--- src/rtl/wdg_pkg.sv ---
package wdg_pkg;
  localparam logic [31:0] UNLK_KEY32 = 32'hD928C520;
  localparam logic [31:0] RFSH_KEY32 = 32'hB480A602;
  localparam logic [15:0] UNLK_LO = 16'hC520;
  localparam logic [15:0] UNLK_HI = 16'hD928;
  localparam logic [15:0] RFSH_LO = 16'hA602;
  localparam logic [15:0] RFSH_HI = 16'hB480;

  localparam logic [1:0] A_CTRL = 2'd0;
  localparam logic [1:0] A_CNT  = 2'd1;
  localparam logic [1:0] A_TOV  = 2'd2;
  localparam logic [1:0] A_WIN  = 2'd3;

  localparam int B_FLAG = 14;

  typedef enum logic [1:0] {EV_NONE, EV_UNLOCK, EV_REFRESH, EV_BAD} key_ev_e;
  typedef enum logic [1:0] {PH_IDLE, PH_UNLK, PH_RFSH} key_ph_e;

  typedef struct packed {
    logic       pres;
    logic [1:0] src;
    logic       dbg;
    logic       stop;
    logic       run_wait;
    logic       key32;
    logic       upd;
    logic       wm;
    logic       ie;
    logic       en;
  } ctrl_t;

  localparam ctrl_t CTRL_RST = 11'h038;

  function automatic logic refresh_too_early(logic wm, logic [15:0] cnt, logic [15:0] win);
    return wm && (cnt < win);
  endfunction

  function automatic logic cnt_hits(logic [15:0] cnt, logic [15:0] tov);
    return ({1'b0, cnt} + 17'd1) == {1'b0, tov};
  endfunction
endpackage

--- src/rtl/wdg_key_dec.sv ---
module wdg_key_dec
  import wdg_pkg::*;
(
  input  logic        clk,
  input  logic        rst_n,
  input  logic        stb,
  input  logic        key32,
  input  logic [31:0] data,
  output key_ev_e     ev
);
  key_ph_e ph, ph_n;

  always_comb begin
    ev   = EV_NONE;
    ph_n = ph;
    if (stb) begin
      if (key32) begin
        ph_n = PH_IDLE;
        if (data == UNLK_KEY32)      ev = EV_UNLOCK;
        else if (data == RFSH_KEY32) ev = EV_REFRESH;
        else                         ev = EV_BAD;
      end else begin
        case (ph)
          PH_IDLE: begin
            if (data[15:0] == UNLK_LO)      ph_n = PH_UNLK;
            else if (data[15:0] == RFSH_LO) ph_n = PH_RFSH;
            else                            ev = EV_BAD;
          end
          PH_UNLK: begin
            ph_n = PH_IDLE;
            ev   = (data[15:0] == UNLK_HI) ? EV_UNLOCK : EV_BAD;
          end
          PH_RFSH: begin
            ph_n = PH_IDLE;
            ev   = (data[15:0] == RFSH_HI) ? EV_REFRESH : EV_BAD;
          end
          default: ph_n = PH_IDLE;
        endcase
      end
    end
  end

  always_ff @(posedge clk or negedge rst_n) begin
    if (!rst_n) ph <= PH_IDLE;
    else        ph <= ph_n;
  end
endmodule

--- src/rtl/wdg_cfg_regs.sv ---
module wdg_cfg_regs
  import wdg_pkg::*;
#(
  parameter int CFG_CLKS = 128
) (
  input  logic        clk,
  input  logic        rst_n,
  input  logic        unlock_req,
  input  logic        wr_ctrl,
  input  logic        wr_tov,
  input  logic        wr_win,
  input  logic [15:0] wdata,
  output ctrl_t       ctrl,
  output logic [15:0] tov,
  output logic [15:0] win,
  output logic        unlocked,
  output logic        done,
  output logic        unlock_go,
  output logic        frozen,
  output logic        tov_used
);
  localparam int CFG_W = $clog2(CFG_CLKS + 1);

  logic [CFG_W-1:0] left;
  logic ctrl_used, win_used, cfg_once;
  logic acc_ctrl, acc_tov, acc_win;

  assign unlocked  = (left != '0);
  assign frozen    = cfg_once && !ctrl.upd;
  assign unlock_go = unlock_req && !frozen;
  assign acc_ctrl  = wr_ctrl && unlocked && !ctrl_used;
  assign acc_tov   = wr_tov  && unlocked && !tov_used;
  assign acc_win   = wr_win  && unlocked && !win_used;

  always_ff @(posedge clk or negedge rst_n) begin
    if (!rst_n) begin
      left      <= '0;
      done      <= 1'b1;
      cfg_once  <= 1'b0;
      ctrl_used <= 1'b0;
      tov_used  <= 1'b0;
      win_used  <= 1'b0;
      ctrl      <= CTRL_RST;
      tov       <= 16'hFFFF;
      win       <= 16'h0000;
    end else begin
      if (unlock_go) begin
        left      <= CFG_W'(CFG_CLKS);
        done      <= 1'b0;
        ctrl_used <= 1'b0;
        tov_used  <= 1'b0;
        win_used  <= 1'b0;
      end else if (unlocked) begin
        left <= left - 1'b1;
        if (left == CFG_W'(1)) begin
          done     <= 1'b1;
          cfg_once <= 1'b1;
        end
      end
      if (acc_ctrl) begin
        ctrl      <= ctrl_t'(wdata[10:0]);
        ctrl_used <= 1'b1;
      end
      if (acc_tov) begin
        tov      <= wdata;
        tov_used <= 1'b1;
      end
      if (acc_win) begin
        win      <= wdata;
        win_used <= 1'b1;
      end
    end
  end
endmodule

--- src/rtl/wdg_count_core.sv ---
module wdg_count_core
  import wdg_pkg::*;
#(
  parameter int PRE_SHIFT = 8,
  parameter int IRQ_DLY   = 128
) (
  input  logic        clk,
  input  logic        rst_n,
  input  logic        tick,
  input  logic        en,
  input  logic        ie,
  input  logic        pres,
  input  logic        hold,
  input  logic        refresh_go,
  input  logic        fault,
  input  logic        clr_flag,
  input  logic [15:0] tov,
  output logic [15:0] cnt,
  output logic        flag,
  output logic        rst_req,
  output logic        expire,
  output logic        delay_end
);
  localparam int DLY_W = $clog2(IRQ_DLY + 1);

  logic run, cnt_tick, armed;
  logic [DLY_W-1:0] dly;

  assign run = en && !hold;

  generate
    if (PRE_SHIFT > 0) begin : g_pre
      logic [PRE_SHIFT-1:0] pre;
      assign cnt_tick = tick && (!pres || (&pre));
      always_ff @(posedge clk or negedge rst_n) begin
        if (!rst_n)                  pre <= '0;
        else if (hold || refresh_go) pre <= '0;
        else if (run && tick && pres) pre <= pre + 1'b1;
      end
    end else begin : g_nopre
      assign cnt_tick = tick;
    end
  endgenerate

  assign expire    = run && cnt_tick && cnt_hits(cnt, tov);
  assign delay_end = armed && (dly == DLY_W'(1));

  always_ff @(posedge clk or negedge rst_n) begin
    if (!rst_n) begin
      cnt     <= '0;
      flag    <= 1'b0;
      armed   <= 1'b0;
      dly     <= '0;
      rst_req <= 1'b0;
    end else begin
      if (hold || refresh_go)
        cnt <= '0;
      else if (run && cnt_tick && (cnt != tov))
        cnt <= cnt + 1'b1;

      if (expire && ie)  flag <= 1'b1;
      else if (clr_flag) flag <= 1'b0;

      if (expire && ie) begin
        armed <= 1'b1;
        dly   <= DLY_W'(IRQ_DLY);
      end else if (armed) begin
        dly <= dly - 1'b1;
        if (delay_end) armed <= 1'b0;
      end

      if (fault || (expire && !ie) || delay_end)
        rst_req <= 1'b1;
    end
  end
endmodule

--- src/rtl/wdg_top.sv ---
module wdg_top
  import wdg_pkg::*;
#(
  parameter int CFG_CLKS  = 128,
  parameter int IRQ_DLY   = 128,
  parameter int PRE_SHIFT = 8
) (
  input  logic        clk,
  input  logic        rst_n,
  input  logic        tick,
  input  logic        bus_wr,
  input  logic [1:0]  bus_addr,
  input  logic [31:0] bus_wdata,
  output logic [31:0] bus_rdata,
  output logic        irq,
  output logic        rst_req
);
  ctrl_t       ctrl;
  logic [15:0] tov, win, cnt;
  logic        unlocked, done, unlock_go, frozen, tov_used;
  logic        flag, expire, delay_end;
  key_ev_e     ev;

  logic wr_cnt, wr_ctrl, wr_tov, wr_win;
  logic unlock_req, refresh_req, early, refresh_go, fault, clr_flag;

  assign wr_ctrl = bus_wr && (bus_addr == A_CTRL);
  assign wr_cnt  = bus_wr && (bus_addr == A_CNT);
  assign wr_tov  = bus_wr && (bus_addr == A_TOV);
  assign wr_win  = bus_wr && (bus_addr == A_WIN);

  wdg_key_dec u_key (
    .clk(clk), .rst_n(rst_n), .stb(wr_cnt), .key32(ctrl.key32),
    .data(bus_wdata), .ev(ev)
  );

  assign unlock_req  = (ev == EV_UNLOCK);
  assign refresh_req = (ev == EV_REFRESH);
  assign early       = refresh_req && refresh_too_early(ctrl.wm, cnt, win);
  assign refresh_go  = refresh_req && !early;
  assign fault       = (ev == EV_BAD) || early;
  assign clr_flag    = wr_ctrl && bus_wdata[B_FLAG];

  wdg_cfg_regs #(.CFG_CLKS(CFG_CLKS)) u_cfg (
    .clk(clk), .rst_n(rst_n), .unlock_req(unlock_req),
    .wr_ctrl(wr_ctrl), .wr_tov(wr_tov), .wr_win(wr_win),
    .wdata(bus_wdata[15:0]), .ctrl(ctrl), .tov(tov), .win(win),
    .unlocked(unlocked), .done(done), .unlock_go(unlock_go),
    .frozen(frozen), .tov_used(tov_used)
  );

  wdg_count_core #(.PRE_SHIFT(PRE_SHIFT), .IRQ_DLY(IRQ_DLY)) u_core (
    .clk(clk), .rst_n(rst_n), .tick(tick), .en(ctrl.en), .ie(ctrl.ie),
    .pres(ctrl.pres), .hold(unlocked), .refresh_go(refresh_go),
    .fault(fault), .clr_flag(clr_flag), .tov(tov), .cnt(cnt),
    .flag(flag), .rst_req(rst_req), .expire(expire), .delay_end(delay_end)
  );

  assign irq = flag && ctrl.ie;

  always_comb begin
    case (bus_addr)
      A_CTRL:  bus_rdata = {17'd0, flag, done, unlocked, 1'b0, ctrl};
      A_CNT:   bus_rdata = {16'd0, cnt};
      A_TOV:   bus_rdata = {16'd0, tov};
      default: bus_rdata = {16'd0, win};
    endcase
  end
endmodule

--- config.mk ---
export PLATFORM = sky130hd
export DESIGN_NAME = wdg_top
export DESIGN_NICKNAME = d
export VERILOG_FILES = /design/src/rtl/wdg_pkg.sv /design/src/rtl/wdg_key_dec.sv /design/src/rtl/wdg_cfg_regs.sv /design/src/rtl/wdg_count_core.sv /design/src/rtl/wdg_top.sv
export SDC_FILE = /design/constraint.sdc
export NUM_CORES = 1
export LEC_CHECK = 0
export ABC_AREA = 1
export BUFFER_PORTS_ARGS = -buffer_cell sky130_fd_sc_hd__buf_2
export CAP_MARGIN = 20
export CORE_MARGIN = 2
export CORE_UTILIZATION = 45
export CTS_BUF_LIST = sky130_fd_sc_hd__clkbuf_8
export CTS_CLUSTER_DIAMETER = 200
export DETAILED_ROUTE_END_ITERATION = 8
export PLACE_DENSITY_LB_ADDON = 0.12
export SYNTH_ARGS = -nofsm -noshare
export SYNTH_HDL_FRONTEND = slang
export SYNTH_HIERARCHICAL = 1
export SYNTH_SLANG_ARGS = --single-unit
export TNS_END_PERCENT = 20
--- constraint.sdc ---
create_clock -name clk -period 3.7 [get_ports clk]
set_input_delay 0.555 -clock clk [delete_from_list [all_inputs] [get_ports clk]]
set_output_delay 0.555 -clock clk [all_outputs]
set_load 0.02 [all_outputs]
After elaboration in Yosys (flattened, before gate mapping)
Index checks and enable logic that the tools add are counted.
Word-level totals
  bits in registers: 93
  latch bits: 0
  RAM bits: 0
  memory bits (read-only): 0
  bits of input ports: 38
  output and inout bits: 34
  logic and storage cells: 142
  memories: 0
Operators by class
  add/subtract/negate cells: 5
  multiply operators: 0
  divide/modulo/power cells: 0
  $lt $le $gt $ge: 1
  eq/ne operators: 19
  shifts and indexed selects: 0
  muxes and demuxes: 34
  bitwise logic cells: 1
  reduce and logical (&&, ||, !) cells: 57
Operator list (count)
  == test 16 bit, second input constant: 4
  == test 32 bit, second input constant: 2
  2-to-1 mux 8 bit: 6
  case mux 16 bit (3 select lines): 1
  2-to-1 mux 16 bit: 2
  logical AND 1 bit: 27
  2-to-1 mux 2 bit: 10
  nonzero test 2 bit: 9
  adder 16 x 1 -> 17 bit, second input constant: 1
  == test 17 x 16 -> 1 bit: 1
  adder 16 x 1 -> 16 bit, second input constant: 1
  == test 8 x 1 -> 1 bit, second input constant: 2
  less-than comparator 16 bit: 1
  != test 16 bit: 1
  subtractor 8 x 1 -> 8 bit, second input constant: 2
  2-to-1 mux 1 bit: 14
  == test 2 bit, second input constant: 5
  logical NOT 1 bit: 9
  adder 8 x 1 -> 8 bit, second input constant: 1
  AND reduction 8 bit: 1
  nonzero test 8 bit: 1
  == test 2 x 1 -> 1 bit, second input constant: 3
  case mux 2 bit (3 select lines): 1
  logical OR 1 bit: 5
  5 further kinds: 7

Longest topological paths before layout
  depth after elaboration: 12
  depth in mapped cells: 18
  mapped depth without buffers: 17

By module
Netlist, hierarchy kept.
Modules (own cells, without submodules)
  wdg_count_core: times used 1, cells each 373, area each 2582.5 um2, seq. area each 875.8 um2
  wdg_cfg_regs: times used 1, cells each 277, area each 2437.3 um2, seq. area each 1426.4 um2
  wdg_top: times used 1, cells each 166, area each 973.4 um2, seq. area each 0.0 um2
  wdg_key_dec: times used 1, cells each 127, area each 571.8 um2, seq. area each 50.0 um2

Least setup slack after synthesis
Ideal clock, no wire load.
  path type: input port to flip-flop
  start point: input port bus_wdata[6]
  end point: register u_core.g_pre.pre[7]
  library setup time: 104 ps
  arrival time: 2187 ps
  required time: 3596 ps
  slack: 1409 ps
  stages: 16
  buffers on the path: 1
  path through: nor2_2 -> inv_1 -> nor2_2 -> nand2_1 -> nor2_2 -> nand3_1 -> nand2_1 -> inv_1 -> nand2_1 -> inv_1 -> nand2_1 -> a21oi_1 -> nor2_1 -> inv_1 -> clkbuf_1 -> a221oi_1
On the way
  word-level cells in the longest chain between the ends: 12
  elaborated cells between the ends (all ways): 22
  those cells by class: eq/ne (7); mux (10); reduce/logical (5)
RTL lines
  from (decl): RTL line wdg_top.sv:13  | input logic [31:0] bus_wdata,
  == test 16 bit: RTL line wdg_key_dec.sv:26  | else if (data[15:0] == RFSH_LO) ph_n = PH_RFSH;
  2-to-1 mux 2 bit: RTL line wdg_key_dec.sv:26
  2-to-1 mux 2 bit: RTL line wdg_key_dec.sv:25  | if (data[15:0] == UNLK_LO) ph_n = PH_UNLK;
  case mux 2 bit (3 select lines): RTL line wdg_key_dec.sv:23  | case (ph)
  2-to-1 mux 2 bit *: RTL line wdg_key_dec.sv:17  | if (key32) begin
  2-to-1 mux 2 bit *: RTL line wdg_key_dec.sv:16  | if (stb) begin
  named net ev[1]: RTL line wdg_top.sv:22  | key_ev_e ev;
  == test 2 bit *: RTL line wdg_top.sv:38  | assign refresh_req = (ev == EV_REFRESH);
  logical AND 1 bit: RTL line wdg_top.sv:39  | assign early = refresh_req && refresh_too_early(ctrl.wm, cnt, win);
  logical NOT 1 bit: RTL line wdg_top.sv:40  | assign refresh_go = refresh_req && !early;
  logical AND 1 bit *: RTL line wdg_top.sv:40
  named net refresh_go: RTL line wdg_top.sv:25  | logic unlock_req, refresh_req, early, refresh_go, fault, clr_flag;
  logical OR 1 bit *: RTL line wdg_count_core.sv:37  | else if (hold || refresh_go) pre <= '0;
  2-to-1 mux 8 bit or nonzero test 2 bit (tied branches)
  to (signal assigned): RTL line wdg_count_core.sv:38  | else if (run && tick && pres) pre <= pre + 1'b1;
  to (decl): RTL line wdg_count_core.sv:33  | logic [PRE_SHIFT-1:0] pre;
Mark *: on every way through the listed nets, which the timed path passes. The rest lies on a longest branch.
A chain may end at the register's enable or synchronous reset.

Worst setup path in the final report
  start point: register u_core.cnt[7]
  end point: register u_core.g_pre.pre[7]
On the way
  word-level cells in the longest chain between the ends: 7
  elaborated cells between the ends (all ways): 8
  those cells by class: order compare (1); mux (1); reduce/logical (6)
RTL lines
  from (decl): RTL line wdg_count_core.sv:18  | output logic [15:0] cnt,
  from (signal assigned): RTL line wdg_count_core.sv:59  | cnt <= cnt + 1'b1;
  less-than comparator 16 bit *: RTL line wdg_pkg.sv:35  | return wm && (cnt < win);
  logical AND 1 bit *: RTL line wdg_pkg.sv:35
  logical AND 1 bit *: RTL line wdg_top.sv:39
  logical NOT 1 bit *: RTL line wdg_top.sv:40
  logical AND 1 bit *: RTL line wdg_top.sv:40
  named net refresh_go: RTL line wdg_top.sv:25
  logical OR 1 bit *: RTL line wdg_count_core.sv:37
  2-to-1 mux 8 bit or nonzero test 2 bit (tied branches)
Marks and branches as above.

==> metrics <==
initial antenna violation count=0; status=finished, final reports clean; Sink Count=93; syn avg cell area=6.97 µm²; most common cell after layout, fill and taps aside=nand2_1; # hold bufs at CTS=0; DR pass1 iterations=7; Post-CTS Setup Inserts=0; reg2reg end=u_core/g_pre.pre[7]; LEAKAGE=3.70 nW; Rel. slew slack=0.410; Root Buffer=clkbuf_8; DRC=0; clk buf depth=2; Slew Viols, Final=0; Syn Inst Count=942; Die Ht=125 µm; worst r2r path cells=10; most frequent cells in the layout=nand2_1 (279), inv_1 (116), nand3_1 (116); Starting Density=0.457; Critical Path Start Type=flop; Vias per Instance=5.19; Sum Neg Setup Slack=0 ns; Req. time, crit path=3.98 ns; Fillers=1491; All-Layer GR Usage=0.241; P per Cell Area=514 nW/µm²; RSZ-0062 raised after global routing=no; die width=125 µm; Fmax=0.331 GHz; kind of critical path=reg -> reg; share of layout cells above drive strength 1=0.144; Final Critical Period=3.02 ns; NumNets Final=1058; final worst slack=0.676 ns; H-tree lvl count=3; max cap viols=0; mapped cell area=6560 µm²; DR vias=6166; IO buf count=55; Antenna diodes=0; WL/cell=15.3 µm; Layout area overhead=8.83%; reg-to-reg startpoint=u_core/cnt[7]; HPWL Detailed=13900 µm; CP Max Fanout=14; worst-skew pair later-pin latency=0.39 ns; CTS resizes=0; post-place setup slack=0.519 ns; largest net degree at the start of global routing=70; Worst Hold Class=in -> async; flop2flop setup slack=0.68 ns; Worst VDD drop=269 µV; core area=14400 µm²; number of cell rows=44; vias in the first global route=5904; Post-DRT Antenna Nets=0; global-route wire length before repair=30100 µm; Inst Count DP=1171; Final Hold Viols=0; Total Power=3.67 mW; initial drt markers=445; I/O Pins=72; Crit path arrival time=3.31 ns; Worst-Margin Slew=0.884 ns; CTS tree=built; GPL Wtd Cong=0.924; CP Capture Type=flop; synth warn=6; fin cells=1187; Final setup viols=0; period utilization=0.817; GRT overflow=0; Die ar.=15600 µm²; Worst-path clk slew=0.09 ns; total CTS buffers=9; Core Util, Final=0.497; routed wire length=18200 µm; Clock Skew=0.0147 ns
report_power, final:
part	switching, mW	internal, mW	total, mW
logic	0.830	0.491	1.32
clock network	0.401	0.248	0.649
registers	0.307	1.39	1.70
total	1.54	2.13	3.67
critical path: stages, from the launching register on:
cell	delay (ns)
dfrtp_1	0.57
ha_1	0.32
nand2_1	0.09
nor2_1	0.05
nor3_1	0.12
nand2_1	0.14
nand2_1	0.11
a21oi_1	0.11
nor2_1	0.68
inv_1	0.43
a221oi_1	0.31
layout make-up:
| type | count | area [µm²] | share of cell area |
|---|---|---|---|
| Clock buffer | 9 | 124 | 0.0173 |
| Timing Repair Buffer | 70 | 390 | 0.0547 |
| Multi-Input combinational cell | 704 | 3540 | 0.496 |
| Sequential cell | 93 | 2350 | 0.329 |
| Clock inverter | 7 | 51.3 | 0.00718 |
| Inverter | 120 | 450 | 0.0631 |
| Tap cell | 184 | 230 | 0.0322 |
per-stage QoR:
step,cell area (µm²),hold WS (ns)
CTS,7140,0.311
global placement,6970,0.454
global route,7140,0.366
finish,7140,0.288
floorplan,6620,0.259
detailed placement,6970,0.458
flip-flops by register name, indices dropped and copies added, names as in the netlist, 2 cells and up:
signal / count
u_cfg/win: 16
u_cfg/tov: 16
u_key/ph: 2
u_cfg/ctrl: 11
u_cfg/left: 8
u_core/cnt: 16
u_core/dly: 8
u_core/g_pre.pre: 8
how the worst max path moves through the flow:
stage | startpoint | endpoint | cells after the start
floorplan | bus_wdata[6] | u_core/g_pre.pre[7] | 16
global placement | bus_wdata[6] | u_core/g_pre.pre[7] | 16
detailed placement | bus_wdata[6] | u_core/g_pre.pre[7] | 16
CTS | u_core/cnt[7] | u_core/g_pre.pre[7] | 10
global route | u_core/cnt[13] | u_core/g_pre.pre[7] | 10
finish | u_core/cnt[7] | u_core/g_pre.pre[7] | 10
routing by layer:
metal / global-route usage / wire length [µm] / vias up / share of wire
met5: 0 / 0 / - / 0
met4: 0.0674 / 340 / 0 / 0.019
met3: 0.0434 / 1030 / 27 / 0.057
met2: 0.385 / 8400 / 181 / 0.46
met1: 0.336 / 8400 / 2878 / 0.46
li1: - / - / 3080 / -
Note: power is estimated with default switching activity, not from simulation.
